`src/rtl/bcas_pkg.sv`:
```
package bcas_pkg;
  localparam int INSN_W = 32;
  localparam int RIDX_W = 5;
  localparam int BYTE_W = 8;
  localparam logic [RIDX_W-1:0] ZR_IDX = 5'd31;
  localparam logic [1:0] SIZE_BYTE = 2'b00;
  localparam logic [6:0] OPC_CAS   = 7'b0010001;
  localparam logic [4:0] PAIR_ONES = 5'b11111;

  typedef enum logic [2:0] {
    ST_IDLE  = 3'd0,
    ST_READ  = 3'd1,
    ST_CMP   = 3'd2,
    ST_WRITE = 3'd3,
    ST_WB    = 3'd4,
    ST_FAULT = 3'd5
  } bcas_state_e;

  typedef struct packed {
    logic              claim;
    logic              acq;
    logic              rel;
    logic              tagchk;
    logic              hint;
    logic [RIDX_W-1:0] rs;
    logic [RIDX_W-1:0] rn;
    logic [RIDX_W-1:0] rt;
  } bcas_dec_t;
endpackage

```
`src/rtl/bcas_decode.sv`:
```
module bcas_decode
  import bcas_pkg::*;
(
  input  logic [INSN_W-1:0] insn,
  output bcas_dec_t         dec
);
  logic              l_bit;
  logic              o_bit;
  logic [RIDX_W-1:0] rs_f;
  logic [RIDX_W-1:0] rn_f;
  logic [RIDX_W-1:0] rt_f;

  always_comb begin
    l_bit = insn[22];
    o_bit = insn[15];
    rs_f  = insn[20:16];
    rn_f  = insn[9:5];
    rt_f  = insn[4:0];

    dec.claim  = (insn[31:30] == SIZE_BYTE) &&
                 (insn[29:23] == OPC_CAS)   &&
                 insn[21]                   &&
                 (insn[14:10] == PAIR_ONES);
    dec.acq    = l_bit && (rt_f != ZR_IDX);
    dec.rel    = o_bit;
    dec.tagchk = (rn_f != ZR_IDX);
    dec.hint   = (rs_f == rt_f) && !o_bit;
    dec.rs     = rs_f;
    dec.rn     = rn_f;
    dec.rt     = rt_f;
  end
endmodule

```
`src/rtl/bcas_datapath.sv`:
```
module bcas_datapath
  import bcas_pkg::*;
#(
  parameter int ADDR_W        = 64,
  parameter int REG_W         = 32,
  parameter int SP_ALIGN_LOG2 = 4
) (
  input  logic              clk,
  input  logic              rst_n,
  input  logic              cap_en,
  input  logic              rd_en,
  input  bcas_state_e       state,
  input  bcas_dec_t         dec,
  input  logic [REG_W-1:0]  cmp_val,
  input  logic [REG_W-1:0]  new_val,
  input  logic [ADDR_W-1:0] base_val,
  input  logic [ADDR_W-1:0] sp_val,
  input  logic [BYTE_W-1:0] mem_rdata,
  output logic              sp_misaligned,
  output logic              cmp_equal,
  output logic [ADDR_W-1:0] mem_addr,
  output logic [BYTE_W-1:0] mem_wdata,
  output logic [REG_W-1:0]  wb_data,
  output logic [RIDX_W-1:0] wb_idx,
  output logic              acq,
  output logic              rel,
  output logic              tagchk
);
  localparam int PAD_W = REG_W - BYTE_W;

  logic              use_sp;
  logic [ADDR_W-1:0] addr_d;
  logic [ADDR_W-1:0] addr_q;
  logic [BYTE_W-1:0] cmpb_q;
  logic [BYTE_W-1:0] newb_q;
  logic [BYTE_W-1:0] old_q;
  logic [RIDX_W-1:0] rs_q;
  logic              acq_q;
  logic              rel_q;
  logic              tag_q;

  always_comb begin
    use_sp = (dec.rn == ZR_IDX);
    addr_d = use_sp ? sp_val : base_val;
  end

  generate
    if (SP_ALIGN_LOG2 == 0) begin : g_noalign
      assign sp_misaligned = 1'b0;
    end else begin : g_align
      assign sp_misaligned = use_sp && (sp_val[SP_ALIGN_LOG2-1:0] != '0);
    end
  endgenerate

  always_ff @(posedge clk or negedge rst_n) begin
    if (!rst_n) begin
      addr_q <= '0;
      cmpb_q <= '0;
      newb_q <= '0;
      rs_q   <= '0;
      acq_q  <= 1'b0;
      rel_q  <= 1'b0;
      tag_q  <= 1'b0;
      old_q  <= '0;
    end else begin
      if (cap_en) begin
        addr_q <= addr_d;
        cmpb_q <= cmp_val[BYTE_W-1:0];
        newb_q <= new_val[BYTE_W-1:0];
        rs_q   <= dec.rs;
        acq_q  <= dec.acq;
        rel_q  <= dec.rel;
        tag_q  <= dec.tagchk;
      end
      if (rd_en) begin
        old_q <= mem_rdata;
      end
    end
  end

  always_comb begin
    cmp_equal = (old_q == cmpb_q);
    mem_addr  = addr_q;
    mem_wdata = newb_q;
    wb_data   = {{PAD_W{1'b0}}, old_q};
    wb_idx    = rs_q;
    acq       = acq_q;
    rel       = rel_q;
    tagchk    = tag_q;
  end

  // a compare miss never leads to a write
  a_r6_no_write_on_miss: assert property (@(posedge clk) disable iff (!rst_n)
    (state == ST_CMP && !cmp_equal) |=> (state != ST_WRITE));

  // the address does not move during an operation
  a_r5_addr_stable: assert property (@(posedge clk) disable iff (!rst_n)
    (state != ST_IDLE && $past(state) != ST_IDLE) |-> $stable(mem_addr));
endmodule

```
`src/rtl/bcas_seq.sv`:
```
module bcas_seq
  import bcas_pkg::*;
(
  input  logic        clk,
  input  logic        rst_n,
  input  logic        start,
  input  logic        start_fault,
  input  logic        mem_ack,
  input  logic        mem_abort,
  input  logic        cmp_equal,
  output bcas_state_e state,
  output logic        mem_req,
  output logic        mem_we,
  output logic        mem_lock,
  output logic        wb_en,
  output logic        done,
  output logic        align_fault,
  output logic        abort_fault,
  output logic        busy
);
  bcas_state_e state_q;
  bcas_state_e state_d;
  logic        flt_align_q;
  logic        flt_align_d;
  logic        flt_abort_q;
  logic        flt_abort_d;
  logic        flt_en;

  always_comb begin
    state_d     = state_q;
    flt_align_d = flt_align_q;
    flt_abort_d = flt_abort_q;
    flt_en      = 1'b0;
    case (state_q)
      ST_IDLE: begin
        flt_en      = 1'b1;
        flt_align_d = start_fault && !start;
        flt_abort_d = 1'b0;
        if (start) begin
          state_d = ST_READ;
        end else if (start_fault) begin
          state_d = ST_FAULT;
        end
      end
      ST_READ: begin
        if (mem_ack) begin
          if (mem_abort) begin
            flt_en      = 1'b1;
            flt_abort_d = 1'b1;
            state_d     = ST_FAULT;
          end else begin
            state_d = ST_CMP;
          end
        end
      end
      ST_CMP: begin
        state_d = cmp_equal ? ST_WRITE : ST_WB;
      end
      ST_WRITE: begin
        if (mem_ack) begin
          if (mem_abort) begin
            flt_en      = 1'b1;
            flt_abort_d = 1'b1;
            state_d     = ST_FAULT;
          end else begin
            state_d = ST_WB;
          end
        end
      end
      ST_WB:    state_d = ST_IDLE;
      ST_FAULT: state_d = ST_IDLE;
      default:  state_d = ST_IDLE;
    endcase
  end

  always_ff @(posedge clk or negedge rst_n) begin
    if (!rst_n) begin
      state_q     <= ST_IDLE;
      flt_align_q <= 1'b0;
      flt_abort_q <= 1'b0;
    end else begin
      state_q <= state_d;
      if (flt_en) begin
        flt_align_q <= flt_align_d;
        flt_abort_q <= flt_abort_d;
      end
    end
  end

  always_comb begin
    state       = state_q;
    mem_req     = (state_q == ST_READ) || (state_q == ST_WRITE);
    mem_we      = (state_q == ST_WRITE);
    mem_lock    = (state_q == ST_READ) || (state_q == ST_CMP) || (state_q == ST_WRITE);
    wb_en       = (state_q == ST_WB);
    done        = (state_q == ST_WB) || (state_q == ST_FAULT);
    align_fault = (state_q == ST_FAULT) && flt_align_q;
    abort_fault = (state_q == ST_FAULT) && flt_abort_q;
    busy        = (state_q != ST_IDLE);
  end

  // every request is made under the lock
  a_r7_lock_with_req: assert property (@(posedge clk) disable iff (!rst_n)
    mem_req |-> mem_lock);

  // once taken, the lock stays until the operation finishes
  a_r7_lock_held: assert property (@(posedge clk) disable iff (!rst_n)
    mem_lock |=> (mem_lock || done));

  // a fault never comes with a write-back
  a_r9_no_wb_on_fault: assert property (@(posedge clk) disable iff (!rst_n)
    (align_fault || abort_fault) |-> !wb_en);

  // an alignment fault comes straight from idle, with no access
  a_r4_align_from_idle: assert property (@(posedge clk) disable iff (!rst_n)
    align_fault |-> ($past(state_q) == ST_IDLE));

  // done is a single pulse followed by idle
  a_r11_done_then_idle: assert property (@(posedge clk) disable iff (!rst_n)
    done |=> (!busy && !done));
endmodule

```
`src/rtl/bcas_unit.sv`:
```
module bcas_unit
  import bcas_pkg::*;
#(
  parameter int ADDR_W        = 64,
  parameter int REG_W         = 32,
  parameter int SP_ALIGN_LOG2 = 4
) (
  input  logic              clk,
  input  logic              rst_n,
  input  logic              insn_valid,
  input  logic [31:0]       insn_word,
  input  logic [REG_W-1:0]  cmp_val,
  input  logic [REG_W-1:0]  new_val,
  input  logic [ADDR_W-1:0] base_val,
  input  logic [ADDR_W-1:0] sp_val,
  output logic              busy,
  output logic              done,
  output logic              undef_insn,
  output logic              align_fault,
  output logic              abort_fault,
  output logic              acq_order,
  output logic              rel_order,
  output logic              tag_check,
  output logic              reuse_hint,
  output logic              wb_en,
  output logic [4:0]        wb_idx,
  output logic [REG_W-1:0]  wb_data,
  output logic              mem_req,
  output logic              mem_we,
  output logic              mem_lock,
  output logic [ADDR_W-1:0] mem_addr,
  output logic [7:0]        mem_wdata,
  input  logic              mem_ack,
  input  logic              mem_abort,
  input  logic [7:0]        mem_rdata
);
  logic        rst_s1_n;
  logic        rst_s2_n;
  bcas_dec_t   dec;
  bcas_state_e state;
  logic        accept;
  logic        cap_en;
  logic        start;
  logic        start_fault;
  logic        rd_en;
  logic        sp_misaligned;
  logic        cmp_equal;
  logic        undef_q;
  logic        hint_q;

  // asynchronous assertion, synchronous release
  always_ff @(posedge clk or negedge rst_n) begin
    if (!rst_n) begin
      rst_s1_n <= 1'b0;
      rst_s2_n <= 1'b0;
    end else begin
      rst_s1_n <= 1'b1;
      rst_s2_n <= rst_s1_n;
    end
  end

  bcas_decode u_dec (
    .insn (insn_word),
    .dec  (dec)
  );

  always_comb begin
    accept      = insn_valid && (state == ST_IDLE);
    cap_en      = accept && dec.claim;
    start       = cap_en && !sp_misaligned;
    start_fault = cap_en && sp_misaligned;
    rd_en       = (state == ST_READ) && mem_ack && !mem_abort;
  end

  bcas_seq u_seq (
    .clk         (clk),
    .rst_n       (rst_s2_n),
    .start       (start),
    .start_fault (start_fault),
    .mem_ack     (mem_ack),
    .mem_abort   (mem_abort),
    .cmp_equal   (cmp_equal),
    .state       (state),
    .mem_req     (mem_req),
    .mem_we      (mem_we),
    .mem_lock    (mem_lock),
    .wb_en       (wb_en),
    .done        (done),
    .align_fault (align_fault),
    .abort_fault (abort_fault),
    .busy        (busy)
  );

  bcas_datapath #(
    .ADDR_W        (ADDR_W),
    .REG_W         (REG_W),
    .SP_ALIGN_LOG2 (SP_ALIGN_LOG2)
  ) u_dp (
    .clk           (clk),
    .rst_n         (rst_s2_n),
    .cap_en        (cap_en),
    .rd_en         (rd_en),
    .state         (state),
    .dec           (dec),
    .cmp_val       (cmp_val),
    .new_val       (new_val),
    .base_val      (base_val),
    .sp_val        (sp_val),
    .mem_rdata     (mem_rdata),
    .sp_misaligned (sp_misaligned),
    .cmp_equal     (cmp_equal),
    .mem_addr      (mem_addr),
    .mem_wdata     (mem_wdata),
    .wb_data       (wb_data),
    .wb_idx        (wb_idx),
    .acq           (acq_order),
    .rel           (rel_order),
    .tagchk        (tag_check)
  );

  always_ff @(posedge clk or negedge rst_s2_n) begin
    if (!rst_s2_n) begin
      undef_q <= 1'b0;
      hint_q  <= 1'b0;
    end else begin
      undef_q <= accept && !dec.claim;
      hint_q  <= cap_en && dec.hint;
    end
  end

  assign undef_insn = undef_q;
  assign reuse_hint = hint_q;

  // an undefined word starts nothing
  a_r1_undef_idle: assert property (@(posedge clk) disable iff (!rst_s2_n)
    undef_insn |-> (!busy && !mem_req));

  // the reuse hint is a single-cycle pulse
  a_r10_hint_pulse: assert property (@(posedge clk) disable iff (!rst_s2_n)
    reuse_hint |=> !reuse_hint);

  // the undefined report is a single-cycle pulse
  a_r1_undef_pulse: assert property (@(posedge clk) disable iff (!rst_s2_n)
    undef_insn |=> !undef_insn);
endmodule

```
`config.mk`:
```
export PLATFORM = sky130hd
export DESIGN_NAME = bcas_unit
export DESIGN_NICKNAME = d
export VERILOG_FILES = /design/src/rtl/bcas_pkg.sv /design/src/rtl/bcas_decode.sv /design/src/rtl/bcas_datapath.sv /design/src/rtl/bcas_seq.sv /design/src/rtl/bcas_unit.sv
export SDC_FILE = /design/constraint.sdc
export NUM_CORES = 1
export LEC_CHECK = 0
export BUFFER_PORTS_ARGS = -buffer_cell sky130_fd_sc_hd__buf_2
export CELL_PAD_IN_SITES_DETAIL_PLACEMENT = 1
export CELL_PAD_IN_SITES_GLOBAL_PLACEMENT = 2
export CORE_MARGIN = 10
export CORE_UTILIZATION = 25
export DETAILED_ROUTE_END_ITERATION = 16
export PLACE_DENSITY_LB_ADDON = 0.05
export SKIP_LAST_GASP = 1
export SLEW_MARGIN = 15
export SYNTH_ARGS = -nofsm -noshare
export SYNTH_HDL_FRONTEND = slang
export SYNTH_SLANG_ARGS = --single-unit
```
`constraint.sdc`:
```
create_clock -name clk -period 8.6 [get_ports clk]
set_input_delay 1.29 -clock clk [delete_from_list [all_inputs] [get_ports clk]]
set_output_delay 1.29 -clock clk [all_outputs]
set_load 0.005 [all_outputs]
```
-- Word level (Yosys, flattened, before mapping)
Cells that the tools add are included.
- register bits after elaboration: 105
- input port bits: 237
- output and inout port bits: 122
- logic and storage cells: 82
- equality and inequality tests: 17
- mux-type cells: 15
- reduce and logical (&&, ||, !) cells: 35
- operator list (kind ; count):
    $mux W64 ; 1
    $mux W3 ; 6
    $logic_and A1 B1 Y1 ; 17
    $pmux W3 S4 ; 1
    $eq A5 B5 Y1 const B ; 2
    $ne A5 B5 Y1 const B ; 2
    $eq A8 B8 Y1 ; 1
    $eq A7 B5 Y1 const B ; 1
    $eq A3 B2 Y1 const B ; 2
    $eq A3 B3 Y1 const B ; 2
    $ne A2 B1 Y1 const B ; 3
    $eq A5 B5 Y1 ; 1
    $logic_not A1 Y1 ; 5
    $mux W1 ; 5
    $logic_or A1 B1 Y1 ; 4
    $pmux W1 S2 ; 2
    $reduce_and A4 Y1 ; 1
    $reduce_bool A4 Y1 ; 1
    $eq A3 B1 Y1 const B ; 1
    $logic_not A3 Y1 ; 1
    $ne A3 B1 Y1 const B ; 1
    $reduce_and A3 Y1 ; 1
    $reduce_bool A3 Y1 ; 1
    $logic_not A2 Y1 ; 1
    4 further kinds ; 4

-- Longest topological paths before layout
Gate-level depths: netlist (run 1).
- depth in word-level cells: 9
- mapped depth: 8
- mapped depth without buffers: 4

-- Hierarchy
A second synthesis (run 1) with hierarchy kept.
- cells, all modules: 556
- area, all modules: 5370.2 um^2
- by module, submodules not included (module ; times used ; cells an instance ; area an instance (um^2) ; seq. area each (um^2)):
    bcas_datapath ; 1 ; 472 ; 4633.2 ; 2402.3
    bcas_seq ; 1 ; 35 ; 309.0 ; 125.1
    bcas_decode ; 1 ; 34 ; 255.2 ; 0.0
    bcas_unit ; 1 ; 15 ; 172.7 ; 100.1

-- Least setup slack after synthesis (run 1)
OpenSTA, ideal clock, no wires.
- kind: input to register
- start: input insn_word[31]
- end: register u_dp.cmpb_q[0]
- setup time: 0.125 ns
- arrival time: 2.884 ns
- data required time: 8.475 ns
- slack: 5.591 ns
- stages: 5
- path buffers: 1
- cell sequence: or4_1 nor4_4 nand2_2 buf_6 mux2_4
- longest elaborated chain between the ends: 5
- RTL lines (item ; line ; text):
    start: declaration ; bcas_unit.sv:11 ; input logic [31:0] insn_word,
    $logic_not A2 Y1 ; bcas_decode.sv:20 ; dec.claim = (insn[31:30] == SIZE_BYTE) &&
    $logic_and A1 B1 Y1 ; bcas_decode.sv:20 ;
    $logic_and A1 B1 Y1 ; bcas_decode.sv:21 ; (insn[29:23] == OPC_CAS) &&
    $logic_and A1 B1 Y1 ; bcas_decode.sv:22 ; insn[21] &&
    $logic_and A1 B1 Y1 ; bcas_unit.sv:69 ; cap_en = accept && dec.claim;
    end signal: assignment ; bcas_datapath.sv:68 ; cmpb_q <= cmp_val[BYTE_W-1:0];
    end: declaration ; bcas_datapath.sv:34 ; logic [BYTE_W-1:0] cmpb_q;
No other way between the ends.
A chain may end at the register's enable or synchronous reset.

-- Worst setup path after layout (run 1)
- start: input insn_word[31]
- end: register u_dp.addr_q[20], in the netlist u_dp.mem_addr[20]
- longest elaborated chain between the ends: 5
- RTL lines (item ; line ; text):
    $logic_not A2 Y1 ; bcas_decode.sv:20 ;
    $logic_and A1 B1 Y1 ; bcas_decode.sv:20 ;
    $logic_and A1 B1 Y1 ; bcas_decode.sv:21 ;
    $logic_and A1 B1 Y1 ; bcas_decode.sv:22 ;
    $logic_and A1 B1 Y1 ; bcas_unit.sv:69 ;
    end signal: assignment ; bcas_datapath.sv:67 ; addr_q <= addr_d;
    end: declaration ; bcas_datapath.sv:33 ; logic [ADDR_W-1:0] addr_q;
No other way between the ends.

==> results.py, run 1 <==
metrics = {
    "placement": {
        "port_buffers": 286,
        "dp_hpwl_um": 14600,
        "pre_cts_ws_ns": 4.59,
        "place_congestion": 0.803,
    },
    "critical_path": {
        "crit_chain": "buf_2 > or4_1 > nor4_4 > buf_4 > buf_4 > a21oi_1 > a31oi_1",
        "rr_startpoint": "u_seq.state[0]$_DFFE_PN0P_",
        "crit_path_end_kind": "flip-flop",
        "crit_path_top_delay_cell": "buf_4",
        "ff2ff_path_depth": 5,
        "cp_common_cell": "buf_4",
        "reg2reg_setup_slack_ns": 6.08,
        "crit_fanout": 95,
        "cp-start-kind": "primary input",
        "crit_path_max_incr_delay_ns": 0.81,
        "crit_arrival_ns": 3.93,
        "reg2reg_to": "u_dp.mem_addr[20]$_DFFE_PN0P_",
        "required_ns": 8.86,
        "critPathKind": "primary input to flip-flop",
    },
    "global_route": {
        "grt_pass1_wl_um": 28100,
        "grt_pass1_vias": 4841,
        "grt_usage_pct": 13.4,
        "grt_max_degree": 96,
        "overflow": 0,
        "antenna_found_initial": 2,
    },
    "drt": {
        "final_antenna_net_count": 0,
        "routed_via_density": 4.48,
        "route.vias.total": 4473,
        "wl_per_cell_um": 19.0,
        "first_pass_iters": 4,
        "remaining_drc_errors": 0,
        "drtIter0Drc": 153,
        "routed_wl_um": 18900,
    },
    "cells_and_area": {
        "fin_nets": 958,
        "area_growth_pct": 35.6,
        "layout-drive-gt1-share_pct": 46.4,
    },
    "cts": {
        "clk_pin_slew_ns": 0.07,
        "numCtsBuffers": 9,
        "insertion_delay_ns": 0.35,
        "ctsResizeCount": 0,
        "root_buffer": "clkbuf_16",
        "clk_path_buf_depth": 2,
        "cts_sinks": 105,
        "htreeDepth": 3,
        "ctsHoldBuffers": 0,
        "post-cts-setup-buffers": 0,
        "cts_tree": "yes",
    },
    "job": {
        "maxCapViolCount": 0,
    },
    "status": {
        "status": "finished clean",
    },
    "synthesis": {
        "synth_top_area_share_pct": 50.8,
        "yosys_warnings": 0,
        "async_flop_share_pct": 100,
        "netlist_instances": 460,
        "synth_edf_count": 0,
        "synth_cell_type_count": 36,
        "synth_area_leader_cell": "dfrtp_1",
        "synth-seq-cells": 105,
        "ys_top_cells_by_area": "dfrtp_1 51%, mux2i_1 13%, a31oi_1 7.9%",
        "synthesis.area_um2": 5170,
        "synth.avg_cell_area_um2": 11.2,
        "yosysSeqAreaShare_pct": 50.8,
        "synth_flop_cell": "dfrtp_1",
    },
    "sta": {
        "skew_ns": 0.00998,
        "rsz0062_at_grt": "no",
        "tns_ns": 0,
        "finalSetupViolCount": 0,
        "tightestPinTransition_ns": 1.08,
        "drv_slew": 0,
        "fin_crit_ns": 3.68,
        "timing.final.ws_setup_ns": 4.92,
        "max_slew_margin_pct": 28.3,
        "max_freq_ghz": 0.272,
        "fin_crit_sh_pct": 42.7,
        "final_hold_viol_count": 0,
    },
    "pwr": {
        "peakVddDrop_uv": 87.7,
        "p_leak_nw": 3.76,
        "power.total_mw": 1.01,
        "powerDensity_nw_per_um2": 143,
    },
    "floorplan": {
        "io_pins": 359,
        "initial_core_util_pct": 25.5,
        "core_um2": 20300,
        "chipHeight_um": 164,
        "die_x_um": 164,
        "rows": 52,
        "dieArea_um2": 26800,
    },
    "worst_hold_path": {
        "min_path_type": "flip-flop to async pin",
    },
}
[synth_stat cells (2+ instances only)]
cell      instances
nand3_1           5
buf_4            24
nor2b_1           4
and2_1            2
nand4_1           2
mux2i_1          66
nand2_1           4
a21oi_1          65
inv_1             6
nor3_1            2
mux2_1            5
nor2_1            4
a31oi_1          65
mux2_4           10
dfrtp_1         105
o21ai_0           6
mux2_2           15
and3_1            2
nor4_1            2
conb_1            2
buf_6             2
clkbuf_1         22
xor2_1            9
buf_2            15
xnor2_1           4
or4_1             2
[layer usage]
metal / GRT usage (%) / routed length [µm] / share of wire [%] / up-vias
li1: - / - / - / 2163
met5: 0 / 20 / 0.11 / -
met4: 3.66 / 196 / 1.0 / 2
met2: 22.7 / 9320 / 49 / 171
met1: 15.4 / 7670 / 41 / 2123
met3: 5.23 / 1720 / 9.1 / 14
[power by group]
part	leakage (nW)	internal, mW	switching (mW)
Clock	0.139	0.227	0.193
Sequential	1.45	0.495	0.00413
Combinational	2.17	0.0432	0.0443
[cells in the final DEF (no fill, tap or decap), drive strengths merged]
cell type,n
conb,25
a211oi,1
and3,2
a31oi,65
inv,7
a32oi,1
nand2,5
bufinv,1
o21ai,6
dfrtp,105
nor2,4
xor2,9
xnor2,4
mux2,30
or2,1
or4bb,1
nor4,3
nor3,2
or4,2
mux2i,66
a21oi,65
buf,291
a21boi,1
nand4b,1
clkinv,2
nor3b,1
and2,2
nand3,5
nand4,2
diode,2
nor2b,4
clkbuf,10
clkinvlp,2
[worst max-delay path by stage]
| stage | startpoint | endpoint | cells past startpoint |
|---|---|---|---|
| final | insn_word[31] | u_dp.mem_addr[20]$_DFFE_PN0P_ | 7 |
| after detailed placement | insn_word[31] | u_dp.mem_addr[20]$_DFFE_PN0P_ | 7 |
| after CTS | insn_word[31] | u_dp.mem_addr[6]$_DFFE_PN0P_ | 7 |
| after floorplan | rst_s2_n$_DFF_PN0_ | reuse_hint$_DFF_PN0_ | 0 |
| after global placement | insn_word[31] | u_dp.cmpb_q[6]$_DFFE_PN0P_ | 6 |
| after global routing | insn_word[31] | u_dp.mem_addr[15]$_DFFE_PN0P_ | 7 |
[worst max-delay path: cells and delay by family]
family | cells | cell delay, ns
buffers and inverters | 3 | 1.31
and+or+nand+nor | 2 | 0.92
AOI/OAI and AO/OA | 2 | 0.36
[area by class of cell]
type | instances | area (µm²)
Tap cell | 270 | 338
Sequential cell | 105 | 2630
Fill cell | 2383 | 13300
Clock inverter | 6 | 67.6
Antenna cell | 2 | 5.00
Multi-Input combinational cell | 308 | 2260
Clock buffer | 10 | 229
Inverter | 6 | 22.5
Timing Repair Buffer | 291 | 1470
[logic make-up after synthesis]
logic type      Yosys count  synth area share [%]
flops                   105                  50.8
other cells               2                 0.145
simple gates             35                  4.18
compound gates          139                  15.2
mux                      96                  20.0
xor+xnor                 13                  2.20
buf+inv                  70                  7.47
[flip-flops by register name (all words and copies together), names as in the netlist]
signal,count
rst_s1_n,1
u_dp.cmpb_q,8
u_dp.old_q,8
u_dp.rel,1
u_dp.mem_wdata,8
rst_s2_n,1
u_dp.acq,1
u_seq.flt_abort_q,1
u_dp.tagchk,1
undef_insn,1
u_dp.wb_idx,5
u_seq.flt_align_q,1
reuse_hint,1
u_dp.mem_addr,64
u_seq.state,3
[through the flow]
step / utilization [%] / hold slack (ns) / area, µm² / cells
floorplan: - / 0.331 / 5260 / 483
global placement: 33.1 / 0.337 / 6720 / 980
detailed placement: 33.1 / 0.341 / 6720 / 980
CTS: 34.5 / 0.359 / 7010 / 996
global route: 34.5 / 0.372 / 7010 / 996
finish: 34.6 / 0.328 / 7020 / 998
No activity file was read; power rests on OpenSTA's default activity.
==> inputs of run 2 (changes only) <==
- ABC_AREA: not set -> 1
- CORE_UTILIZATION: 25 -> 20
- clock period: 8.6 -> 3.3 ns (I/O delays scaled with it)
==> results.py, run 2 <==
metrics = {
    "sta": {
        "whs_ns": 0.338,
        "rsz0062_at_grt": "no",
        "max_slew_margin_pct": 51.4,
        "skew_ns": 0.00867,
        "fin_crit_sh_pct": 58.2,
        "fin_crit_ns": 1.92,
        "finalSetupViolCount": 0,
        "max_freq_ghz": 0.520,
        "drv_slew": 0,
        "tightestPinTransition_ns": 0.729,
        "final_hold_viol_count": 0,
        "tns_ns": 0,
    },
    "critical_path": {
        "crit_path_top_delay_cell": "dfrtp_1",
        "crit_start": "u_seq.state[0]$_DFFE_PN0P_",
        "rr_startpoint": "u_seq.state[1]$_DFFE_PN0P_",
        "crit_arrival_ns": 1.43,
        "cpLargestDelayFamily": "flip-flops",
        "crit_chain": "inv_1 > nor2_2 > inv_2 > nor2_1 > buf_2",
        "reg2reg_setup_slack_ns": 1.41,
        "cp.depth": 5,
        "ff2ff_path_depth": 10,
        "crit_path_end_kind": "primary output",
        "crit_path_max_incr_delay_ns": 0.45,
        "reg2reg_to": "u_seq.state[2]$_DFFE_PN0P_",
        "cp-start-kind": "flip-flop",
        "critPathKind": "flip-flop to primary output",
        "required_ns": 2.80,
        "worst-path-buf-inv": 3,
        "crit_fanout": 5,
        "endpoint": "mem_we",
    },
    "floorplan": {
        "initial_core_util_pct": 20.4,
        "dieArea_um2": 32400,
        "die_x_um": 180,
        "chipHeight_um": 180,
        "io_pins": 359,
        "rows": 58,
        "core_um2": 25200,
    },
    "cts": {
        "cts_sinks": 105,
        "clk_pin_slew_ns": 0.08,
        "htreeDepth": 3,
        "clk_path_buf_depth": 2,
        "numCtsBuffers": 9,
        "root_buffer": "clkbuf_16",
        "cts_tree": "yes",
        "insertion_delay_ns": 0.36,
        "ctsResizeCount": 0,
    },
    "drt": {
        "remaining_drc_errors": 0,
        "drtIter0Drc": 190,
        "routed_via_density": 3.99,
        "route.vias.total": 4640,
        "wl_per_cell_um": 17.2,
        "routed_wl_um": 20000,
        "final_antenna_net_count": 0,
        "first_pass_iters": 6,
    },
    "placement": {
        "port_buffers": 286,
        "place_congestion": 0.725,
        "place_inst": 1145,
        "dp_hpwl_um": 15900,
    },
    "synthesis": {
        "yosysSeqAreaShare_pct": 51.3,
        "synth_edf_count": 0,
        "yosys_warnings": 0,
        "synth.avg_cell_area_um2": 9.29,
        "synth-seq-cells": 105,
        "yosysMostFrequentCell": "nand2_1",
        "synth_flop_cell": "dfrtp_1",
        "synthTopCellsByCount": "162 x nand2_1, 105 x dfrtp_1, 63 x o21ai_0",
        "netlist_instances": 552,
        "ys_top_cells_by_area": "dfrtp_1 51%, nand2_1 12%, mux2i_1 11%",
        "async_flop_share_pct": 100,
        "synth_top_area_share_pct": 51.3,
        "synthesis.area_um2": 5130,
        "synth_area_leader_cell": "dfrtp_1",
        "synth_cell_type_count": 29,
    },
    "cells_and_area": {
        "area_growth_pct": 38.2,
        "fillers": 3035,
        "instances_no_fill": 1163,
        "largest_reg_flops": 64,
        "final_cell_mix": "286 x buf_2, 162 x nand2_1, 104 x dfrtp_1",
        "final_common_cell": "buf_2",
        "layout-drive-gt1-share_pct": 38.8,
        "fin_nets": 1064,
    },
    "status": {
        "status": "finished clean",
    },
    "worst_hold_path": {
        "min_path_type": "primary input to flip-flop",
    },
    "pwr": {
        "p_clk_share_pct": 35.3,
        "p_sw_mw": 0.976,
        "seqPwrFrac_pct": 44.3,
        "p_leak_nw": 3.80,
        "p_int_mw": 2.30,
        "netSwitchingFraction_pct": 29.8,
        "peakVddDrop_uv": 240,
        "powerDensity_nw_per_um2": 462,
        "combinationalPowerShare_pct": 20.4,
    },
    "global_route": {
        "grt_pass1_wl_um": 30400,
        "grt_usage_pct": 11.9,
        "overflow": 0,
        "grt_max_degree": 107,
        "grt_pass1_vias": 5158,
        "antenna_found_initial": 4,
    },
    "job": {
        "maxCapViolCount": 0,
    },
}
run 2: worst min-delay path by stage:
stage,start,to,depth (start not counted)
6_report,new_val[7],u_dp.mem_wdata[7]$_DFFE_PN0P_,3
5_1_grt,insn_word[15],reuse_hint$_DFF_PN0_,2
4_1_cts,new_val[5],u_dp.mem_wdata[5]$_DFFE_PN0P_,3
3_5_place_dp,rst_n,rst_s1_n$_DFF_PN0_,1
3_3_place_gp,rst_n,rst_s1_n$_DFF_PN0_,1
2_1_floorplan,rst_n,rst_s1_n$_DFF_PN0_,0
run 2: layer usage:
layer	share of wire [%]	vias to the layer above	GRT usage [%]
met4	1.0	6	2.99
met5	0.12	-	0
met1	42	2166	13.7
li1	-	2280	-
met2	48	171	20.1
met3	8.4	17	5.16
run 2: final cells by class:
type                    count  area [µm²]  area share [%]
diodes                      1        2.50          0.0353
clock buffers              11         243            3.43
clock inverters             5        63.8           0.901
inverters                  30         113            1.59
multi-input cells         389        2100            29.7
flip-flops and latches    105        2630            37.1
well taps                 330         413            5.83
repair buffers            292        1520            21.4
run 2: power by group through the flow:
stage	Sequential, mW	Clock [mW]	Combinational (mW)
after global routing	1.47	1.27	0.769
after detailed placement	1.48	0	0.694
after CTS	1.46	1.22	0.698
after floorplan	1.47	0	0.379
after global placement	1.48	0	0.684
final	1.45	1.16	0.667
run 2: worst register-to-register path: cells and delay by family (launching register included):
family	cells	cell delay [ns]
buf+inv	2	0.33
flops	1	0.44
simple gates	8	1.05
run 2: metrics by stage:
stage | util [%] | instance area, µm² | setup WS (ns) | power (mW)
after global routing | 28.1 | 7080 | 1.17 | 3.51
after floorplan | - | 5210 | 0.158 | 1.85
after detailed placement | 26.9 | 6770 | 1.09 | 2.18
after global placement | 26.9 | 6770 | 1.09 | 2.16
after CTS | 28.1 | 7080 | 1.32 | 3.37
final | 28.1 | 7080 | 1.38 | 3.28
run 2: logic make-up (layout without fill, tap and decap cells):
| logic type | count (synthesis) | in the layout | synth area share (%) |
|---|---|---|---|
| DFF | 105 | 105 | 51.3 |
| buffers and inverters | 81 | 338 | 9.67 |
| other | 2 | 26 | 0.147 |
| muxes | 60 | 60 | 12.1 |
| AOI/OAI and AO/OA | 81 | 81 | 8.30 |
| xor gates and xnor gates | 10 | 10 | 1.71 |
| and+or+nand+nor | 213 | 213 | 16.8 |
run 2: what timing repair did:
action                    in CTS  in global routing
hold buffers                   1                  0
buffers inserted               0                  0
hold endpoints to repair       2                  0
